**src/rtl/zbr_pkg.sv**
```systemverilog
`timescale 1ns/1ps
package zbr_pkg;

  localparam int ACT_W = 3;

  localparam logic [ACT_W-1:0] ACT_WAIT_ALL = 3'd0;
  localparam logic [ACT_W-1:0] ACT_SYNC     = 3'd1;
  localparam logic [ACT_W-1:0] ACT_RECONV   = 3'd2;
  localparam logic [ACT_W-1:0] ACT_KILL_HLP = 3'd5;
  localparam logic [ACT_W-1:0] ACT_RETURN   = 3'd7;

  typedef enum logic [1:0] {
    KIND_SEQ      = 2'd0,
    KIND_DIRECT   = 2'd1,
    KIND_INDIRECT = 2'd2
  } kind_e;

endpackage

```
**src/rtl/zbr_decode.sv**
```systemverilog
`timescale 1ns/1ps
module zbr_decode
  import zbr_pkg::*;
#(
  parameter int INSN_W  = 64,
  parameter int OPC_W   = 8,
  parameter int OFF_LSB = 8,
  parameter int OFF_W   = 27,
  parameter int POL_BIT = 36,
  parameter int ACT_LSB = 59,
  parameter logic [OPC_W-1:0] OPC_DIRECT   = 8'h1F,
  parameter logic [OPC_W-1:0] OPC_INDIRECT = 8'h2F
) (
  input  logic [INSN_W-1:0] insn_i,
  output kind_e             kind_o,
  output logic              pol_o,
  output logic [OFF_W-1:0]  offset_o,
  output logic              reconv_o,
  output logic              ret_o
);

  logic [OPC_W-1:0] opc;
  logic [ACT_W-1:0] act;
  logic             unused_insn_bits;

  assign opc      = insn_i[OPC_W-1:0];
  assign act      = insn_i[ACT_LSB +: ACT_W];
  assign offset_o = insn_i[OFF_LSB +: OFF_W];
  assign pol_o    = insn_i[POL_BIT];

  always_comb begin
    kind_o = KIND_SEQ;
    if (opc == OPC_DIRECT) begin
      kind_o = KIND_DIRECT;
    end else if (opc == OPC_INDIRECT) begin
      kind_o = KIND_INDIRECT;
    end
  end

  assign reconv_o = (act == ACT_RECONV);
  assign ret_o    = (act == ACT_RETURN);

  assign unused_insn_bits = ^insn_i;

endmodule

```
**src/rtl/zbr_target.sv**
```systemverilog
`timescale 1ns/1ps
module zbr_target
  import zbr_pkg::*;
#(
  parameter int PC_W       = 64,
  parameter int SRC_W      = 32,
  parameter int OFF_W      = 27,
  parameter int ALIGN_BITS = 3
) (
  input  logic [PC_W-1:0]  cur_pc_i,
  input  logic [SRC_W-1:0] src_i,
  input  logic [PC_W-1:0]  ind_tgt_i,
  input  kind_e            kind_i,
  input  logic             pol_i,
  input  logic [OFF_W-1:0] offset_i,
  output logic [PC_W-1:0]  nxt_pc_o,
  output logic             taken_o,
  output logic             misalign_o
);

  localparam int INSN_BYTES = 1 << ALIGN_BITS;

  logic [PC_W-1:0] off_ext;
  logic [PC_W-1:0] step;
  logic [PC_W-1:0] seq_pc;
  logic [PC_W-1:0] direct_pc;
  logic [PC_W-1:0] indirect_pc;
  logic            src_zero;
  logic            cond;

  generate
    if (OFF_W < PC_W) begin : g_sext
      assign off_ext = {{(PC_W-OFF_W){offset_i[OFF_W-1]}}, offset_i};
    end else begin : g_trunc
      assign off_ext = offset_i[PC_W-1:0];
    end
  endgenerate

  assign step        = (off_ext + PC_W'(1)) << ALIGN_BITS;
  assign seq_pc      = cur_pc_i + PC_W'(INSN_BYTES);
  assign direct_pc   = cur_pc_i + step;
  assign indirect_pc = {ind_tgt_i[PC_W-1:ALIGN_BITS], {ALIGN_BITS{1'b0}}};

  assign src_zero = ~|src_i;
  assign cond     = pol_i ? src_zero : ~src_zero;

  always_comb begin
    nxt_pc_o   = seq_pc;
    taken_o    = 1'b0;
    misalign_o = 1'b0;
    unique case (kind_i)
      KIND_DIRECT: begin
        if (cond) begin
          nxt_pc_o = direct_pc;
          taken_o  = 1'b1;
        end
      end
      KIND_INDIRECT: begin
        if (cond) begin
          nxt_pc_o   = indirect_pc;
          taken_o    = 1'b1;
          misalign_o = |ind_tgt_i[ALIGN_BITS-1:0];
        end
      end
      default: begin
        nxt_pc_o = seq_pc;
      end
    endcase
  end

endmodule

```
**src/rtl/zbr_pc_reg.sv**
```systemverilog
`timescale 1ns/1ps
module zbr_pc_reg #(
  parameter int              PC_W      = 64,
  parameter logic [PC_W-1:0] RESET_VEC = 64'h1000
) (
  input  logic            clk,
  input  logic            rst_n,
  input  logic            valid_i,
  input  logic [PC_W-1:0] cur_pc_i,
  input  logic [PC_W-1:0] nxt_pc_i,
  input  logic            taken_i,
  input  logic            misalign_i,
  input  logic            reconv_i,
  input  logic            ret_i,
  output logic [PC_W-1:0] pc_o,
  output logic            taken_o,
  output logic            reconv_o,
  output logic            halt_o,
  output logic            fault_o
);

  logic [PC_W-1:0] pc_q,     pc_d;
  logic            taken_q,  taken_d;
  logic            reconv_q, reconv_d;
  logic            halt_q,   halt_d;
  logic            fault_q,  fault_d;
  logic            upd_en;

  assign upd_en = valid_i & ~halt_q;

  always_comb begin
    if (ret_i) begin
      pc_d    = cur_pc_i;
      taken_d = 1'b0;
      fault_d = 1'b0;
    end else begin
      pc_d    = nxt_pc_i;
      taken_d = taken_i;
      fault_d = misalign_i;
    end
    reconv_d = reconv_i;
    halt_d   = ret_i;
  end

  always_ff @(posedge clk or negedge rst_n) begin
    if (!rst_n) begin
      pc_q     <= RESET_VEC;
      taken_q  <= 1'b0;
      reconv_q <= 1'b0;
      halt_q   <= 1'b0;
      fault_q  <= 1'b0;
    end else if (upd_en) begin
      pc_q     <= pc_d;
      taken_q  <= taken_d;
      reconv_q <= reconv_d;
      halt_q   <= halt_d;
      fault_q  <= fault_d;
    end
  end

  assign pc_o     = pc_q;
  assign taken_o  = taken_q;
  assign reconv_o = reconv_q;
  assign halt_o   = halt_q;
  assign fault_o  = fault_q;

endmodule

```
**src/rtl/zbr_pc_unit.sv**
```systemverilog
`timescale 1ns/1ps
module zbr_pc_unit
  import zbr_pkg::*;
#(
  parameter int              PC_W      = 64,
  parameter int              INSN_W    = 64,
  parameter int              SRC_W     = 32,
  parameter int              OFF_W     = 27,
  parameter logic [PC_W-1:0] RESET_VEC = 64'h1000
) (
  input  logic              clk,
  input  logic              rst_n,
  input  logic              valid_i,
  input  logic [PC_W-1:0]   cur_pc_i,
  input  logic [INSN_W-1:0] insn_i,
  input  logic [SRC_W-1:0]  src_i,
  input  logic [PC_W-1:0]   ind_tgt_i,
  output logic [PC_W-1:0]   next_pc_o,
  output logic              taken_o,
  output logic              reconv_o,
  output logic              halt_o,
  output logic              align_fault_o
);

  kind_e            kind;
  logic             pol;
  logic [OFF_W-1:0] offset;
  logic             act_reconv;
  logic             act_ret;
  logic [PC_W-1:0]  nxt_pc;
  logic             br_taken;
  logic             misalign;

  zbr_decode #(
    .INSN_W (INSN_W),
    .OFF_W  (OFF_W)
  ) u_decode (
    .insn_i   (insn_i),
    .kind_o   (kind),
    .pol_o    (pol),
    .offset_o (offset),
    .reconv_o (act_reconv),
    .ret_o    (act_ret)
  );

  zbr_target #(
    .PC_W  (PC_W),
    .SRC_W (SRC_W),
    .OFF_W (OFF_W)
  ) u_target (
    .cur_pc_i   (cur_pc_i),
    .src_i      (src_i),
    .ind_tgt_i  (ind_tgt_i),
    .kind_i     (kind),
    .pol_i      (pol),
    .offset_i   (offset),
    .nxt_pc_o   (nxt_pc),
    .taken_o    (br_taken),
    .misalign_o (misalign)
  );

  zbr_pc_reg #(
    .PC_W      (PC_W),
    .RESET_VEC (RESET_VEC)
  ) u_pc_reg (
    .clk        (clk),
    .rst_n      (rst_n),
    .valid_i    (valid_i),
    .cur_pc_i   (cur_pc_i),
    .nxt_pc_i   (nxt_pc),
    .taken_i    (br_taken),
    .misalign_i (misalign),
    .reconv_i   (act_reconv),
    .ret_i      (act_ret),
    .pc_o       (next_pc_o),
    .taken_o    (taken_o),
    .reconv_o   (reconv_o),
    .halt_o     (halt_o),
    .fault_o    (align_fault_o)
  );

endmodule

```
**config.mk**
```make
export PLATFORM = sky130hd
export DESIGN_NAME = zbr_pc_unit
export DESIGN_NICKNAME = d
export VERILOG_FILES = /design/src/rtl/zbr_pkg.sv /design/src/rtl/zbr_decode.sv /design/src/rtl/zbr_target.sv /design/src/rtl/zbr_pc_reg.sv /design/src/rtl/zbr_pc_unit.sv
export SDC_FILE = /design/constraint.sdc
export NUM_CORES = 1
export LEC_CHECK = 0
export BUFFER_PORTS_ARGS = -buffer_cell sky130_fd_sc_hd__buf_2
export CAP_MARGIN = 30
export CORE_UTILIZATION = 40
export CTS_CLUSTER_SIZE = 14
export DETAILED_ROUTE_END_ITERATION = 8
export SLEW_MARGIN = 20
export SYNTH_ARGS = -nofsm -noshare
export SYNTH_HDL_FRONTEND = slang
export SYNTH_SLANG_ARGS = --single-unit
```
**constraint.sdc**
```tcl
create_clock -name clk -period 2.65 [get_ports clk]
set_clock_uncertainty 0.15 [all_clocks]
set_input_delay 0 -clock clk [delete_from_list [all_inputs] [get_ports clk]]
set_output_delay 0 -clock clk [all_outputs]
set_load 0.01 [all_outputs]
```
==> flow_metrics.tcl, run 1 <==
set metrics [dict create \
    violations "hold timing, setup timing" \
    cp_num_cells 20 \
    final_antenna_net_count 0 \
    ys_ff_latch 68 \
    fin_crit_sh_pct 130 \
    end_kind "flop" \
    drc 0 \
    avgSynthCellArea_um2 7.05 \
    p_switching_uw 3110 \
    setup_tns_ns -26.87 \
    fin_crit_ns 3.43 \
    num-fill-cells 1792 \
    power_frac_clock_pct 17.4 \
    viasPerCell 5.92 \
    pwr_density_cell_mw_per_mm2 422 \
    status "complete, but fails checks" \
    holdWs_ns -0.0228 \
    synth_nets 1657 \
    crit_path_start_kind "input pin" \
    cts_max_level 3 \
    peakVddDrop_uv 388 \
    r2r_cells 5 \
    maxSlewHeadroom_pct 59.6 \
    first_iter_violations 1121 \
    cts_tree "yes" \
    ys_seq_area_share_pct 17.7 \
    port_buffers 269 \
    vias 14221 \
    ys.flop_type "dfrtp_1" \
    power.leakage_uw 0.00781 \
    switching_share_pct 41.8 \
    synth_edf_count 0 \
    fp.dieArea_mm2 0.0246 \
    p_int_uw 4330 \
    pwr-share-seq_pct 25.7 \
    wl_mm 48.7 \
    crit_type "input pin to flop" \
    die-width_um 157 \
    syn_area_mm2 0.00960 \
    required_ns 2.79 \
    async_flop_share_pct 100 \
    grt_pass1_vias 13162 \
    max_freq_mhz 291 \
    ys_top_cells_by_area "dfrtp_1, ha_1, o21ai_0" \
    path_buf_inv 7 \
    slowest_stage "a2111o_1" \
    antenna_found_initial 2 \
    hpwl_mm 35.6 \
    place_congestion 0.969 \
    grt_usage_pct 36.9 \
    comb_power_share_pct 56.8 \
    synth_top_area_cell "dfrtp_1" \
    crit_arrival_ns 3.57 \
    crit_fanout 6 \
    yosysUniqueCellTypes 79 \
    rsz0062_at_grt "yes" \
    area_growth_pct 83.4 \
    drt_first_pass_iters 6 \
    grt-ovfl-total 0 \
    fin_ws_ns -0.785 \
    initial_core_util_pct 40.9 \
    grt_max_degree 69 \
    cts_buffer_depth 2 \
    hold_class "input pin to async pin" \
    num_io_pins 295 \
    clk_pin_slew_ns 0.07 \
    critical_path.max_stage_delay_ns 0.44 \
    fin_util_pct 75.0 \
    finalPower_uw 7440 \
    clk_latency_ns 0.33 \
    drv_cap 0 \
    grt_pass1_wl_mm 70.3 \
    place_ws_ns -1.59 \
    final_cell_mix "buf_4, buf_2, nand2_1" \
    worstMarginPinSlew_ns 0.605 \
    clock-root-buffer "clkbuf_16" \
    dpl-instance-area_mm2 0.0140 \
    rows 56 \
    die_y_um 157 \
    final_common_cell "buf_4" \
    cts_buffers 9 \
    cts.sinks 68 \
    final_area_mm2 0.0176 \
    drv_slew 0 \
    path_delay_family "compound AO/OA/AOI/OAI gates" \
    setup_violations 51 \
    syn_inst 1361 \
    wire_per_inst_um 20.3 \
    fin_nets 2373 \
    path_cells "buf_8, and3_4, nand3_4, nor3_4, buf_6, nand3_4, o21ai_4, clkinv_4, buf_8, buf_12, ha_4, nand4_1, buf_4, buf_4, o211ai_1, o31ai_4, o211ai_1, nand4_1, a2111o_1, nand2_1" \
    layout-drive-gt1-share_pct 47.8 \
    synth_top_area_share_pct 17.5 \
    design.core.area_mm2 0.0235 \
    yosysWarnings 0 \
    hold_viol_final 7 \
]
## area by class of cell
cell class	count	area (µm²)	share of cell area, %
Multi-Input combinational cell	1191	9350	53.1
Timing Repair Buffer	779	5740	32.6
Sequential cell	68	1700	9.67
Tap cell	319	399	2.27
Clock buffer	9	225	1.28
Inverter	28	110	0.625
Clock inverter	7	83.8	0.476
Antenna cell	1	2.50	0.0142
## synthesized netlist by cell type, types with 5 or more instances
| master | n |
|---|---|
| a22o_1 | 5 |
| nand2b_1 | 9 |
| a22oi_1 | 12 |
| nand2_1 | 166 |
| or3_1 | 25 |
| xnor2_1 | 47 |
| nand4_1 | 32 |
| xor2_1 | 35 |
| nor2_1 | 101 |
| nand3_1 | 56 |
| o31ai_1 | 11 |
| or2_2 | 6 |
| o21ai_0 | 143 |
| o21a_1 | 9 |
| a221oi_1 | 18 |
| clkbuf_1 | 61 |
| a21o_1 | 39 |
| a311oi_1 | 5 |
| dfrtp_1 | 67 |
| a221o_1 | 6 |
| nor2b_1 | 6 |
| o22ai_1 | 5 |
| a21oi_1 | 122 |
| inv_1 | 28 |
| and3_1 | 30 |
| o21ai_1 | 5 |
| buf_2 | 7 |
| o211ai_1 | 12 |
| nor3_1 | 40 |
| a211oi_1 | 9 |
| a32oi_1 | 9 |
| nor4_1 | 25 |
| buf_1 | 5 |
| ha_1 | 68 |
| and4_1 | 8 |
| o221ai_1 | 8 |
| o21bai_1 | 8 |
| o311ai_0 | 5 |
| and2_1 | 12 |
| a31oi_1 | 27 |
| o32ai_1 | 6 |
## registers in the layout (all words and copies together), names as in the netlist
register	cells
u_pc_reg.fault_o	1
u_pc_reg.halt_o	1
u_pc_reg.pc_o	64
u_pc_reg.reconv_o	1
u_pc_reg.taken_o	1
## metrics by stage
step                hold slack [ns]  instances
global placement             0.0553       2242
CTS                        0.000370       2352
finish                      -0.0228       2402
detailed placement           0.0551       2242
global route                 0.0163       2402
floorplan                    -0.446       1361
## worst reg2reg max path, cell delays in order (launching register included)
cell           delay (ns)
dfrtp_1              0.44
nand2b_2             0.34
nor2_1               0.38
o311ai_0             0.19
dlygate4sd3_1        0.59
nand2_1              0.06
## power by group through the flow
stage | Sequential (µW) | Combinational [µW] | Clock (µW)
after floorplan | 2030 | 1450 | 0
after global placement | 1900 | 3360 | 0
after detailed placement | 1910 | 3400 | 0
after CTS | 1890 | 3720 | 1310
after global routing | 1940 | 4550 | 1350
final | 1910 | 4220 | 1300
## cells by family (layout without fill, tap and decap cells)
logic type | count (synthesis) | count (layout) | share of synthesized area (%)
simple gates | 536 | 536 | 27.7
compound gates | 500 | 500 | 33.4
buf+inv | 102 | 823 | 4.16
xor+xnor | 82 | 82 | 7.48
fa+ha+maj | 69 | 69 | 9.07
flops | 68 | 68 | 17.7
mux | 4 | 4 | 0.417
other cells | 0 | 1 | 0
## path summary, 6_finish.rpt
kind / from / end / slack (ns)
max: insn_i[8] / u_pc_reg.pc_o[60]$_DFFE_PN0P_ / -0.78
min: rst_n / u_pc_reg.pc_o[57]$_DFFE_PN0P_ / -0.02
max reg2reg: u_pc_reg.halt_o$_DFFE_PN0P_ / u_pc_reg.fault_o$_DFFE_PN0P_ / 0.43
min reg2reg: u_pc_reg.reconv_o$_DFFE_PN0P_ / u_pc_reg.reconv_o$_DFFE_PN0P_ / 0.31
max in group asynchronous: rst_n / u_pc_reg.pc_o[12]$_DFFE_PN1P_ / 1.74
min in group clk: ind_tgt_i[46] / u_pc_reg.pc_o[46]$_DFFE_PN0P_ / 0
## metal layers
metal | share of wire [%] | global-route usage [%]
met5 | 0.027 | 0
met4 | 3.6 | 12.0
met3 | 9.3 | 7.43
met2 | 46 | 61.1
met1 | 41 | 47.6
## repair_timing
action	in CTS	in global routing
gates cloned	0	1
gates resized for setup	197	212
hold endpoints to repair	123	0
hold buffers	75	0
endpoints found under the setup margin	52	54
setup buffers	25	57
pin swaps	129	193
(Power assumes the default switching activity.)
==> run 2: changes to the inputs <==
Settings changed: BUFFER_PORTS_ARGS -buffer_cell sky130_fd_sc_hd__buf_2 to -buffer_cell sky130_fd_sc_hd__buf_4.
==> run 2 against run 1 <==
The flow still finishes with violations (hold timing, setup timing). Sequential power grew 2%. Sequential share of layout area is essentially flat. Critical endpoint is now u_pc_reg.pc_o[59]$_DFFE_PN0P_. Largest power group unchanged. Clock power is essentially flat. Power grew 2.7%. Count of clock-buffer cells in the layout is the same. Global-route usage grew 1.5 points. Register-to-register slack lost 0.17 ns. Non-clock buffer count shrank 21.
==> flow_metrics.tcl, run 2 (same netlist as run 1, synthesis figures left out) <==
set metrics [dict create \
    holdWs_ns -0.00223 \
    maxSlewHeadroom_pct 63.8 \
    cts_max_level 3 \
    finalPower_uw 7640 \
    end_kind "flop" \
    drt_first_pass_iters 8 \
    crit_start "insn_i[19]" \
    hold_class "input pin to flop" \
    cts_buffers 9 \
    r2r_start "u_pc_reg.halt_o$_DFFE_PN0P_" \
    rsz0062_at_grt "yes" \
    r2r_slack_ns 0.26 \
    fp.dieArea_mm2 0.0246 \
    wl_mm 49.1 \
    wire_per_inst_um 20.6 \
    antenna_found_initial 2 \
    fin_crit_ns 3.47 \
    fin_ws_ns -0.816 \
    setup_tns_ns -25.75 \
    design.core.area_mm2 0.0235 \
    required_ns 2.72 \
    max_freq_mhz 289 \
    rows 56 \
    crit_path_start_kind "input pin" \
    clk_pin_slew_ns 0.07 \
    cts_buffer_depth 2 \
    r2r_cells 6 \
    final_antenna_net_count 0 \
    worstMarginPinSlew_ns 0.542 \
    drv_cap 0 \
    viasPerCell 5.91 \
    clk_latency_ns 0.34 \
    place_ws_ns -1.59 \
    fin_crit_sh_pct 131 \
    first_iter_violations 1156 \
    crit_type "input pin to flop" \
    violations "hold timing, setup timing" \
    die_y_um 157 \
    drc 0 \
    setup_violations 51 \
    grt-ovfl-total 0 \
    crit_arrival_ns 3.53 \
    drv_slew 0 \
    largest_register_ffs 64 \
    grt_pass1_wl_mm 73.2 \
    clock-root-buffer "clkbuf_16" \
    port_buffers 269 \
    area_growth_pct 83.5 \
    die-width_um 157 \
    fin_nets 2352 \
    grt_usage_pct 38.3 \
    num_io_pins 295 \
    r2r_end "u_pc_reg.pc_o[49]$_DFFE_PN0P_" \
    cts.sinks 68 \
    pwr_density_cell_mw_per_mm2 434 \
    hpwl_mm 36.5 \
    peakVddDrop_uv 357 \
    grt_max_degree 69 \
    final_common_cell "buf_4" \
    hold_viol_final 1 \
    final_cell_mix "buf_4, nand2_1, o21ai_0" \
    crit_fanout 10 \
    status "complete, but fails checks" \
    initial_core_util_pct 40.9 \
    crit_end "u_pc_reg.pc_o[59]$_DFFE_PN0P_" \
    grt_pass1_vias 13698 \
    cts_tree "yes" \
    power.leakage_uw 0.00786 \
    place_congestion 0.943 \
    vias 14072 \
    layout-drive-gt1-share_pct 44.2 \
]
==> run 2: cell types whose count changed in the layout (fill, tap and decap cells not counted), moves of 10 or more <==
| cell | previous run | this run |
|---|---|---|
| a21oi_1 | 80 | 92 |
| a21oi_2 | 34 | 24 |
| buf_4 | 375 | 627 |
| ha_4 | 25 | 13 |
| buf_6 | 56 | 40 |
| ha_1 | 39 | 50 |
| buf_2 | 261 | 0 |
| o21ai_0 | 87 | 98 |
==> run 2: critical path, cell delays in order <==
cell and delay [ns]:
buf_6 0.07, and4_4 0.25, and4_4 0.22, and3_4 0.21, nand3_4 0.11, o21ai_4 0.19, inv_4 0.09, buf_4 0.14
ha_1 0.31, nand2_1 0.10, o21ai_2 0.22, a21oi_2 0.09, o221a_2 0.27, or2_2 0.32, a31oi_1 0.19, buf_4 0.17
o221ai_2 0.11, and4b_1 0.18, or3_1 0.29
==> run 2: stage by stage <==
step	std cells	area, µm²	util, %
5_1_grt	2381	17600	75.1
3_5_place_dp	2241	14700	62.8
3_3_place_gp	2241	14700	62.8
4_1_cts	2354	16700	71.3
2_1_floorplan	1361	9740	-
6_report	2381	17600	75.1
==> run 2: cell type report <==
type	instances	area, µm²
Multi-Input combinational cell	1191	8910
Sequential cell	68	1700
Fill cell	1804	5860
Tap cell	319	399
Inverter	28	108
Clock inverter	7	83.8
Timing Repair Buffer	758	6190
Antenna cell	1	2.50
Clock buffer	9	225
==> run 2: how the worst min path moves through the flow <==
stage	start	end	cells past startpoint
after floorplan	rst_n	u_pc_reg.fault_o$_DFFE_PN0P_	0
after global placement	rst_n	u_pc_reg.pc_o[55]$_DFFE_PN0P_	1
after detailed placement	rst_n	u_pc_reg.pc_o[55]$_DFFE_PN0P_	1
after CTS	ind_tgt_i[22]	u_pc_reg.pc_o[22]$_DFFE_PN0P_	4
after global routing	ind_tgt_i[53]	u_pc_reg.pc_o[53]$_DFFE_PN0P_	4
final	ind_tgt_i[22]	u_pc_reg.pc_o[22]$_DFFE_PN0P_	4
==> run 2: timing repair <==
item                       4_1_cts  5_1_grt
setup buffers                   23       29
hold endpoints to repair       125        2
gates resized for setup        182      113
pin swaps                      101       82
setup endpoints to repair       51       55
hold buffers                    77        2
==> run 2: per-layer routing <==
| layer | GRT usage [%] | vias up | part of all wire [%] | wire [µm] |
|---|---|---|---|---|
| met1 | 49.2 | 6624 | 41 | 20200 |
| li1 | - | 6563 | - | - |
| met2 | 63.7 | 726 | 46 | 22600 |
| met3 | 7.13 | 157 | 8.6 | 4240 |
| met5 | 0 | - | 0.035 | 17 |
| met4 | 14.0 | 2 | 4.2 | 2070 |
==> run 2: power breakdown <==
group	switching, µW	internal [µW]
Clock	572	747
Sequential	420	1530
Combinational	2110	2260
Total	3100	4540
